File: config.mk
export PLATFORM = sky130hd
export DESIGN_NAME = pingpong_sem_ctrl
export DESIGN_NICKNAME = d
export VERILOG_FILES = /design/src/rtl/pingpong_pkg.sv /design/src/rtl/pingpong_own_dp.sv /design/src/rtl/pingpong_ctrl_fsm.sv /design/src/rtl/pingpong_sem_ctrl.sv
export SDC_FILE = /design/constraint.sdc
export NUM_CORES = 1
export LEC_CHECK = 0
export BUFFER_PORTS_ARGS = -buffer_cell sky130_fd_sc_hd__buf_2
export CAP_MARGIN = 25
export CORE_ASPECT_RATIO = 0.6
export CORE_UTILIZATION = 40
export DETAILED_ROUTE_END_ITERATION = 8
export HOLD_SLACK_MARGIN = 0.06
export PLACE_DENSITY = 0.6
export SYNTH_ARGS = -nofsm -noshare
export SYNTH_HDL_FRONTEND = slang
export SYNTH_SLANG_ARGS = --single-unit
File: constraint.sdc
create_clock -name clk -period 1.8 [get_ports clk]
set_input_delay 0.18 -clock clk [delete_from_list [all_inputs] [get_ports clk]]
set_output_delay 0.18 -clock clk [all_outputs]
set_load 0.02 [all_outputs]
File: src/rtl/pingpong_pkg.sv
package pingpong_pkg;

  localparam logic [1:0] SEM_A = 2'd0;
  localparam logic [1:0] SEM_B = 2'd1;
  localparam logic [1:0] SEM_C = 2'd2;

  typedef enum logic [2:0] {
    ST_IDLE,
    ST_BOOT_GET,
    ST_BOOT_GAP,
    ST_SETTLE,
    ST_HOLD,
    ST_FREE,
    ST_GET,
    ST_GAP
  } ctrlState_t;

  typedef struct packed {
    logic       take;
    logic       drop;
    logic [1:0] sel;
    logic       loadGap;
    logic       loadSettle;
  } dpStrobe_t;

  function automatic logic [1:0] semAfter(input logic [1:0] s);
    case (s)
      SEM_A:   semAfter = SEM_B;
      SEM_B:   semAfter = SEM_C;
      default: semAfter = SEM_A;
    endcase
  endfunction

  function automatic logic [2:0] semBit(input logic [1:0] s);
    semBit = 3'b001 << s;
  endfunction

endpackage

File: src/rtl/pingpong_own_dp.sv
module pingpong_own_dp
  import pingpong_pkg::*;
#(
  parameter int SETTLE_CYCLES = 16,
  parameter int RETRY_GAP     = 4
) (
  input  logic       clk,
  input  logic       rst,
  input  dpStrobe_t  strobe,
  output logic [2:0] ownMask,
  output logic [1:0] oldestIdx,
  output logic [1:0] newestIdx,
  output logic       waitDone
);

  localparam int MAX_WAIT = (SETTLE_CYCLES > RETRY_GAP) ? SETTLE_CYCLES : RETRY_GAP;
  localparam int CNT_W    = $clog2(MAX_WAIT + 1);
  localparam logic [CNT_W-1:0] SETTLE_LOAD = CNT_W'(SETTLE_CYCLES - 1);
  localparam logic [CNT_W-1:0] GAP_LOAD    = CNT_W'(RETRY_GAP - 1);

  logic [CNT_W-1:0] waitCnt;

  always_ff @(posedge clk) begin
    if (rst) begin
      ownMask   <= '0;
      oldestIdx <= SEM_A;
      newestIdx <= SEM_A;
      waitCnt   <= '0;
    end else begin
      if (strobe.take) begin
        ownMask <= ownMask | semBit(strobe.sel);
        if (ownMask == '0) oldestIdx <= strobe.sel;
        newestIdx <= strobe.sel;
      end else if (strobe.drop) begin
        ownMask   <= ownMask & ~semBit(oldestIdx);
        oldestIdx <= newestIdx;
      end
      if (strobe.loadSettle)   waitCnt <= SETTLE_LOAD;
      else if (strobe.loadGap) waitCnt <= GAP_LOAD;
      else if (waitCnt != '0)  waitCnt <= waitCnt - 1'b1;
    end
  end

  assign waitDone = (waitCnt == '0);

  // never more than two semaphores at once
  assert_mask_limit_R4: assert property (@(posedge clk) disable iff (rst)
    $countones(ownMask) <= 2);

  // a release always targets a semaphore that is really held
  assert_drop_owned_R5: assert property (@(posedge clk) disable iff (rst)
    strobe.drop |-> (ownMask & semBit(oldestIdx)) != 3'b000);

endmodule

File: src/rtl/pingpong_ctrl_fsm.sv
module pingpong_ctrl_fsm
  import pingpong_pkg::*;
#(
  parameter bit INIT_OWNER = 1'b1
) (
  input  logic       clk,
  input  logic       rst,
  input  logic       passCmd,
  input  logic       semGrant,
  input  logic       semDeny,
  input  logic [2:0] ownMask,
  input  logic [1:0] oldestIdx,
  input  logic [1:0] newestIdx,
  input  logic       waitDone,
  output logic       semReq,
  output logic       semFree,
  output logic [1:0] semIdx,
  output dpStrobe_t  strobe
);

  ctrlState_t state, stateNext;
  logic [1:0] bootIdx;
  logic       bootLast;

  always_ff @(posedge clk) begin
    if (rst) state <= ST_IDLE;
    else     state <= stateNext;
  end

  always_comb begin
    if (INIT_OWNER) begin
      bootIdx  = ownMask[SEM_A] ? SEM_B : SEM_A;
      bootLast = ownMask[SEM_A];
    end else begin
      bootIdx  = SEM_C;
      bootLast = 1'b1;
    end
  end

  always_comb begin
    stateNext = state;
    semReq    = 1'b0;
    semFree   = 1'b0;
    semIdx    = SEM_A;
    strobe    = '0;
    case (state)
      ST_IDLE: stateNext = ST_BOOT_GET;
      ST_BOOT_GET: begin
        semReq = 1'b1;
        semIdx = bootIdx;
        if (semGrant) begin
          strobe.take = 1'b1;
          strobe.sel  = bootIdx;
          if (bootLast) begin
            strobe.loadSettle = 1'b1;
            stateNext = ST_SETTLE;
          end
        end else if (semDeny) begin
          strobe.loadGap = 1'b1;
          stateNext = ST_BOOT_GAP;
        end
      end
      ST_BOOT_GAP: if (waitDone) stateNext = ST_BOOT_GET;
      ST_SETTLE:   if (waitDone) stateNext = INIT_OWNER ? ST_HOLD : ST_GET;
      ST_HOLD:     if (passCmd)  stateNext = ST_FREE;
      ST_FREE: begin
        semReq  = 1'b1;
        semFree = 1'b1;
        semIdx  = oldestIdx;
        if (semGrant) begin
          strobe.drop = 1'b1;
          stateNext = ST_GET;
        end
      end
      ST_GET: begin
        semReq = 1'b1;
        semIdx = semAfter(newestIdx);
        if (semGrant) begin
          strobe.take = 1'b1;
          strobe.sel  = semAfter(newestIdx);
          stateNext = ST_HOLD;
        end else if (semDeny) begin
          strobe.loadGap = 1'b1;
          stateNext = ST_GAP;
        end
      end
      ST_GAP:  if (waitDone) stateNext = ST_GET;
      default: stateNext = ST_IDLE;
    endcase
  end

  // reset leaves nothing owned and nothing requested
  assert_reset_quiet_R1: assert property (@(posedge clk)
    rst |=> (!semReq && ownMask == 3'b000));

  // a pending request holds its operation and target
  assert_req_hold_R8: assert property (@(posedge clk) disable iff (rst)
    (semReq && !semGrant && !semDeny) |=> (semReq && $stable(semIdx) && $stable(semFree)));

  // a take never targets a semaphore already held
  assert_get_unowned_R6: assert property (@(posedge clk) disable iff (rst)
    (semReq && !semFree) |-> (ownMask & semBit(semIdx)) == 3'b000);

  // a denied take is followed by a quiet cycle
  assert_deny_quiet_R7: assert property (@(posedge clk) disable iff (rst)
    (semReq && !semFree && semDeny) |=> !semReq);

  // a granted release leaves exactly one semaphore held
  assert_free_single_R9: assert property (@(posedge clk) disable iff (rst)
    (semReq && semFree && semGrant) |=> $countones(ownMask) == 1);

  // a granted take while running restores the pair
  assert_get_pair_R4: assert property (@(posedge clk) disable iff (rst)
    (state == ST_GET && semGrant) |=> $countones(ownMask) == 2);

endmodule

File: src/rtl/pingpong_sem_ctrl.sv
module pingpong_sem_ctrl
  import pingpong_pkg::*;
#(
  parameter bit INIT_OWNER    = 1'b1,
  parameter int SETTLE_CYCLES = 16,
  parameter int RETRY_GAP     = 4
) (
  input  logic       clk,
  input  logic       rst,
  input  logic       passCmd,
  output logic       semReq,
  output logic       semFree,
  output logic [1:0] semIdx,
  input  logic       semGrant,
  input  logic       semDeny,
  output logic [2:0] ownMask,
  output logic       privilege
);

  dpStrobe_t  strobe;
  logic [1:0] oldestIdx;
  logic [1:0] newestIdx;
  logic       waitDone;

  pingpong_ctrl_fsm #(.INIT_OWNER(INIT_OWNER)) u_ctrl (
    .clk       (clk),
    .rst       (rst),
    .passCmd   (passCmd),
    .semGrant  (semGrant),
    .semDeny   (semDeny),
    .ownMask   (ownMask),
    .oldestIdx (oldestIdx),
    .newestIdx (newestIdx),
    .waitDone  (waitDone),
    .semReq    (semReq),
    .semFree   (semFree),
    .semIdx    (semIdx),
    .strobe    (strobe)
  );

  pingpong_own_dp #(
    .SETTLE_CYCLES (SETTLE_CYCLES),
    .RETRY_GAP     (RETRY_GAP)
  ) u_dp (
    .clk       (clk),
    .rst       (rst),
    .strobe    (strobe),
    .ownMask   (ownMask),
    .oldestIdx (oldestIdx),
    .newestIdx (newestIdx),
    .waitDone  (waitDone)
  );

  assign privilege = (ownMask[0] & ownMask[1]) | (ownMask[1] & ownMask[2]) |
                     (ownMask[0] & ownMask[2]);

endmodule

==> results.toml, run 1 <==
[run_status]
status = "finished clean"

[sta]
holdWs_ns = 0.308
slew_headroom_pct = 75.2
setup_viol_count_final = 0
final_hold_viol_count = 0
drv_slew = 0
max_freq_mhz = 583
rsz0062_at_grt = "no"
tns_ns = 0
period_share_pct = 95.4
period_needed_ns = 1.72
clock_skew_ns = 0.000439
worst_pin_slew_ns = 0.371

[finish]
drive_above_1_share_pct = 22.4
n_antenna_cell = 0
fin_area_um2 = 1090
final_cell_mix = "dfxtp_1, buf_2, a21oi_1"
final_cells = 155
fill_cells = 220
syn2layout_area_growth_pct = 15.8
mostFrequentLayoutCell = "dfxtp_1"
nets = 132

[clocking]
clk_pin_slew_ns = 0.06
clk_latency_ns = 0.25
cts_max_level = 1
cts_tree = "done"
holdBufCountCts = 0
cts_buffers = 3
cts_root_buf = "clkbuf_8"
clockBufferDepth = 2
clock_sinks = 15

[die]
die_area_um2 = 2560
rows = 13
die_y_um = 39.6
io_pins = 13
coreArea_um2 = 2200
start_util_pct = 43.0
fp.dieW_um = 64.7

[global_route]
grt_util_all_layers_pct = 18.7
antenna_found_initial = 0
grt-ovfl-total = 0
grt_pass1_vias = 686
grt_start_max_net_pins = 17
grt_pass1_wl_um = 3390

[pwr]
p_sw_share_pct = 39.5
intPower_w = 0.000940
report.power.total_w = 0.00155
p_comb_share_pct = 47.0
powerDensity_nw_per_um2 = 1420
power_frac_clock_pct = 17.5
seq_power_share_pct = 35.5
ir_drop_mv = 0.738
p_sw_w = 0.000614
p_leak_nw = 0.433

[yosys]
synth_enable_flop_cells = 0
yosysWarnings = 0
synth_fp_nets = 117
ys_ff_latch = 15
synth_cells = 111
synth_area_um2 = 943
syn_avg_cell_area_um2 = 8.50
ys_types = 46
yosysSeqAreaShare_pct = 31.8
ys.flop_type = "dfxtp_1"
async_flop_share_pct = 0

[critical_path]
path_class = "reg -> out"
start_kind = "register"
cp_max_fo = 8
cp.required_ns = 1.62
crit_path_end_kind = "output port"
arrival_ns = 1.54
r2r_cells = 4

[job]
max_cap_violations = 0

[drt]
num_vias = 845
viasPerCell = 5.45
drt-pass1-iter-count = 4
drt-total-wl_um = 2140
wl_per_cell_um = 13.8
postRouteAntennaNets = 0
route.detailed.drc = 0
drt_iter0_drc = 34

[hold_path]
hold_class = "in -> reg"
hold_path_depth = 2

[placement]
placed_cell_area_um2 = 1030
place_hpwl_um = 1530
gp_congestion = 0.793
numPortBuffers = 12
placed_cells_incl_taps = 150
## final timing paths
kind                                         end                          from  slack [ns]
setup / recovery                       semIdx[0]  u_ctrl.state[2]$_SDFFE_PP0P_        0.08
setup reg to reg  u_dp.oldestIdx[1]$_SDFFE_PP0P_  u_ctrl.state[2]$_SDFFE_PP0P_        0.18
hold / removal      u_ctrl.state[2]$_SDFFE_PP0P_                           rst        0.31
hold reg to reg     u_dp.ownMask[1]$_SDFFE_PP0P_  u_dp.ownMask[1]$_SDFFE_PP0P_        0.53
## repair_timing
| item | in CTS | in global routing |
|---|---|---|
| buffers inserted | 0 | 1 |
| gates cloned | 0 | 0 |
| endpoints found under the setup margin | 2 | 2 |
| gates resized for setup | 3 | 1 |
## sequential cells by signal (all words and copies together) (netlist names)
name,count
u_dp.waitCnt,5
u_ctrl.state,3
u_dp.ownMask,3
u_dp.newestIdx,2
u_dp.oldestIdx,2
## stage by stage
| step | utilization, % | setup slack (ns) |
|---|---|---|
| CTS | 49.3 | 0.0342 |
| detailed placement | 46.8 | 0.138 |
| global placement | 46.8 | 0.152 |
| global route | 49.7 | 0.00731 |
| floorplan | - | 0.204 |
| finish | 49.7 | 0.0833 |
## critical path, stage by stage (launching register included)
cell	delay (ns)
dfxtp_1	0.54
and3b_1	0.29
a22o_1	0.19
nand2b_1	0.11
buf_2	0.16
## kinds of logic after synthesis
family / after synthesis / synth area share, %
simple gates: 48 / 32.9
compound gates: 30 / 22.4
flops: 15 / 31.8
buf+inv: 12 / 6.10
xor+xnor: 3 / 2.79
fa+ha+maj: 2 / 2.39
mux: 1 / 1.59
## layer usage
metal / GRT usage, % / wire length, um / vias up
met4: 5.00 / 13 / 0
li1: - / - / 435
met2: 23.4 / 798 / 29
met5: 0 / 0 / -
met3: 6.40 / 169 / 2
met1: 28.4 / 1150 / 379
## final cells by class
class / count / area [um2] / share of cell area, %
Multi-Input combinational cell: 84 / 592 / 54.2
Sequential cell: 15 / 305 / 27.9
Timing Repair Buffer: 16 / 90.1 / 8.25
Clock buffer: 4 / 45.0 / 4.12
Tap cell: 30 / 37.5 / 3.44
Inverter: 6 / 22.5 / 2.06
## cell usage after synthesis, types with 2 or more instances
library cell	n	area, um2
nand4b_1	2	17.5
a21oi_1	10	50.1
nand3_1	4	20.0
dfxtp_1	15	300
nand3b_1	2	15.0
nor4bb_1	2	20.0
a211oi_1	3	22.5
buf_2	4	20.0
nor3_1	2	10.0
nand2_1	6	22.5
o21ai_1	2	10.0
nand2b_1	6	37.5
inv_1	6	22.5
o21ai_0	5	25.0
xor2_1	2	17.5
nor4_1	2	12.5
nor2b_1	4	25.0
nor2_1	6	22.5
## power by group through the flow
| stage | logic (W) | registers, W | clock network [W] |
|---|---|---|---|
| 2_1_floorplan | 0.000596 | 0.000489 | 0 |
| 3_3_place_gp | 0.000685 | 0.000532 | 0 |
| 3_5_place_dp | 0.000684 | 0.000536 | 0 |
| 4_1_cts | 0.000700 | 0.000541 | 0.000278 |
| 5_1_grt | 0.000820 | 0.000560 | 0.000295 |
| 6_report | 0.000730 | 0.000551 | 0.000272 |
Note: power is estimated with default switching activity, not from simulation.
==> run 2, diff against run 1 <==
ABC_AREA = 1   (was unset)
==> results.toml, run 2 <==
[drt]
drt-total-wl_um = 2090
viasPerCell = 5.03
postRouteAntennaNets = 0
num_vias = 961
wl_per_cell_um = 11.0
drt-pass1-iter-count = 4
drt_iter0_drc = 70
route.detailed.drc = 0

[sta]
clock_skew_ns = 0.00268
max_freq_mhz = 614
setup_viol_count_final = 0
worst_pin_slew_ns = 0.282
drv_slew = 0
slew_headroom_pct = 81.2
tns_ns = 0
rsz0062_at_grt = "no"
period_share_pct = 90.4
period_needed_ns = 1.63
final_hold_viol_count = 0

[finish]
finish.utilization_pct = 48.8
final_cell_mix = "nand2_1, nor2_1, inv_1, nand3_1, dfxtp_1"
mostFrequentLayoutCell = "nand2_1"
largest_register_ffs = 5
syn2layout_area_growth_pct = 14.1
drive_above_1_share_pct = 19.9
fin_area_um2 = 1060
n_antenna_cell = 0
nets = 168
largest_register = "u_dp.waitCnt"
reg.largest.list = "u_dp.waitCnt: 5 flops, u_ctrl.state: 3 flops, u_dp.ownMask: 3 flops"

[placement]
place_hpwl_um = 1680
placed_cell_area_um2 = 1020
gp_congestion = 0.888
numPortBuffers = 12

[yosys]
synthMuxAreaShare_pct = 0
async_flop_share_pct = 0
synth_top_cell_area_share_pct = 32.2
ys_ff_latch = 15
ys_types = 26
synthTopCellsByArea = "dfxtp_1, nand2_1, nor2_1"
yosys.area_share.xor_xnor_pct = 1.88
synth_enable_flop_cells = 0
yosysSeqAreaShare_pct = 32.2
synthSimpleGateAreaFrac_pct = 41.7
yosysMostFrequentCell = "nand2_1"
synthAdderAreaFrac_pct = 1.34
yosysWarnings = 0
synth_fp_nets = 154
yosys.area.top_type = "dfxtp_1"
ys.flop_type = "dfxtp_1"
synth_compound_area_share_pct = 13.3
synth_top_family_by_area = "simple AND/OR/NAND/NOR gates"
synth_cells = 148
syn_avg_cell_area_um2 = 6.30
synth_common_cells = "nand2_1, nor2_1, inv_1, dfxtp_1, nand3_1"
synth_area_um2 = 932

[pwr]
p_leak_nw = 0.513
powerDensity_nw_per_um2 = 1350
ir_drop_mv = 0.598

[critical_path]
cp.required_ns = 1.62
arrival_ns = 1.45
start_kind = "register"
crit_path_end_kind = "output port"
cp_max_fo = 6
path_class = "reg -> out"

[job]
max_cap_violations = 0

[global_route]
grt-ovfl-total = 0
grt_util_all_layers_pct = 19.6
antenna_found_initial = 0
grt_start_max_net_pins = 14
grt_pass1_vias = 765
grt_pass1_wl_um = 3440

[die]
fp.dieW_um = 64.3
rows = 13
start_util_pct = 42.8
die_area_um2 = 2530
die_y_um = 39.4
io_pins = 13
coreArea_um2 = 2180

[clocking]
cts_buffers = 3
clockBufferDepth = 2
clock_sinks = 15
cts_max_level = 1
clk_pin_slew_ns = 0.06
clk_latency_ns = 0.26
post_cts_buffers = 0
holdBufCountCts = 0
cts_root_buf = "clkbuf_8"
cts_tree = "done"

[run_status]
status = "finished clean"

[hold_path]
hold_class = "in -> reg"
-- run 2: cell types whose count changed after synthesis, sizes merged, moves of 3 or more --
cell / delta
a211oi: -3
o21ai: +3
nor2: +16
buf: -4
nand3: +11
inv: +14
nand2b: -6
nand2: +32
nor2b: -3
-- run 2: per-stage QoR --
stage / power [W] / hold slack, ns / setup WS (ns) / cells
floorplan: 0.00102 / 0.422 / 0.466 / 148
global placement: 0.00115 / 0.431 / 0.408 / 187
detailed placement: 0.00116 / 0.439 / 0.408 / 187
CTS: 0.00145 / 0.187 / 0.153 / 191
global route: 0.00158 / 0.203 / 0.00971 / 191
finish: 0.00144 / 0.188 / 0.173 / 191
-- run 2: final cells by class --
type	count	area (um2)
Fill cell	221	1120
Multi-Input combinational cell	110	543
Sequential cell	15	302
Inverter	20	75.1
Timing Repair Buffer	12	60.1
Clock buffer	3	41.3
Tap cell	30	37.5
Clock inverter	1	5.00
-- run 2: final timing paths --
path                                start                        endpoint  slack (ns)  cells after the start
min                                   rst  u_dp.oldestIdx[1]$_SDFFE_PP0P_        0.19                      2
max reg2reg  u_dp.waitCnt[0]$_SDFFE_PP0P_    u_ctrl.state[1]$_SDFFE_PP0P_        0.40                      9
min reg2reg  u_dp.waitCnt[4]$_SDFFE_PP0P_    u_dp.waitCnt[4]$_SDFFE_PP0P_        0.44                      2
max          u_ctrl.state[1]$_SDFFE_PP0P_                       semIdx[0]        0.17                      5
-- run 2: power breakdown --
part,internal (W),total [W],leakage [nW],switching (W)
sequential,0.000409,0.000482,0.123,0.0000731
clock,0.000154,0.000282,0.0255,0.000128
combinational,0.000249,0.000676,0.364,0.000427
total,0.000811,0.00144,0.513,0.000629
-- run 2: cells by family after synthesis --
family	Yosys count
fa+ha+maj	1
flops	15
buf+inv	23
xor+xnor	2
compound gates	23
simple gates	84
-- run 2: timing repair --
item,CTS,global route
hold endpoints to repair,0,0
setup endpoints to repair,0,1
gates resized for setup,0,1
-- run 2: critical path, stage by stage, from the launching register on --
cell and delay, ns:
dfxtp_1 0.48, nand3_1 0.21, inv_1 0.13, nand3_1 0.12, nand3_1 0.10, buf_2 0.16
-- run 2: per-layer routing --
layer | GRT usage (%) | up-vias | wire, um
met2 | 28.4 | 28 | 837
met3 | 6.40 | 6 | 166
met5 | 0 | - | 0
met4 | 11.7 | 0 | 46
li1 | - | 502 | -
met1 | 25.5 | 425 | 1040
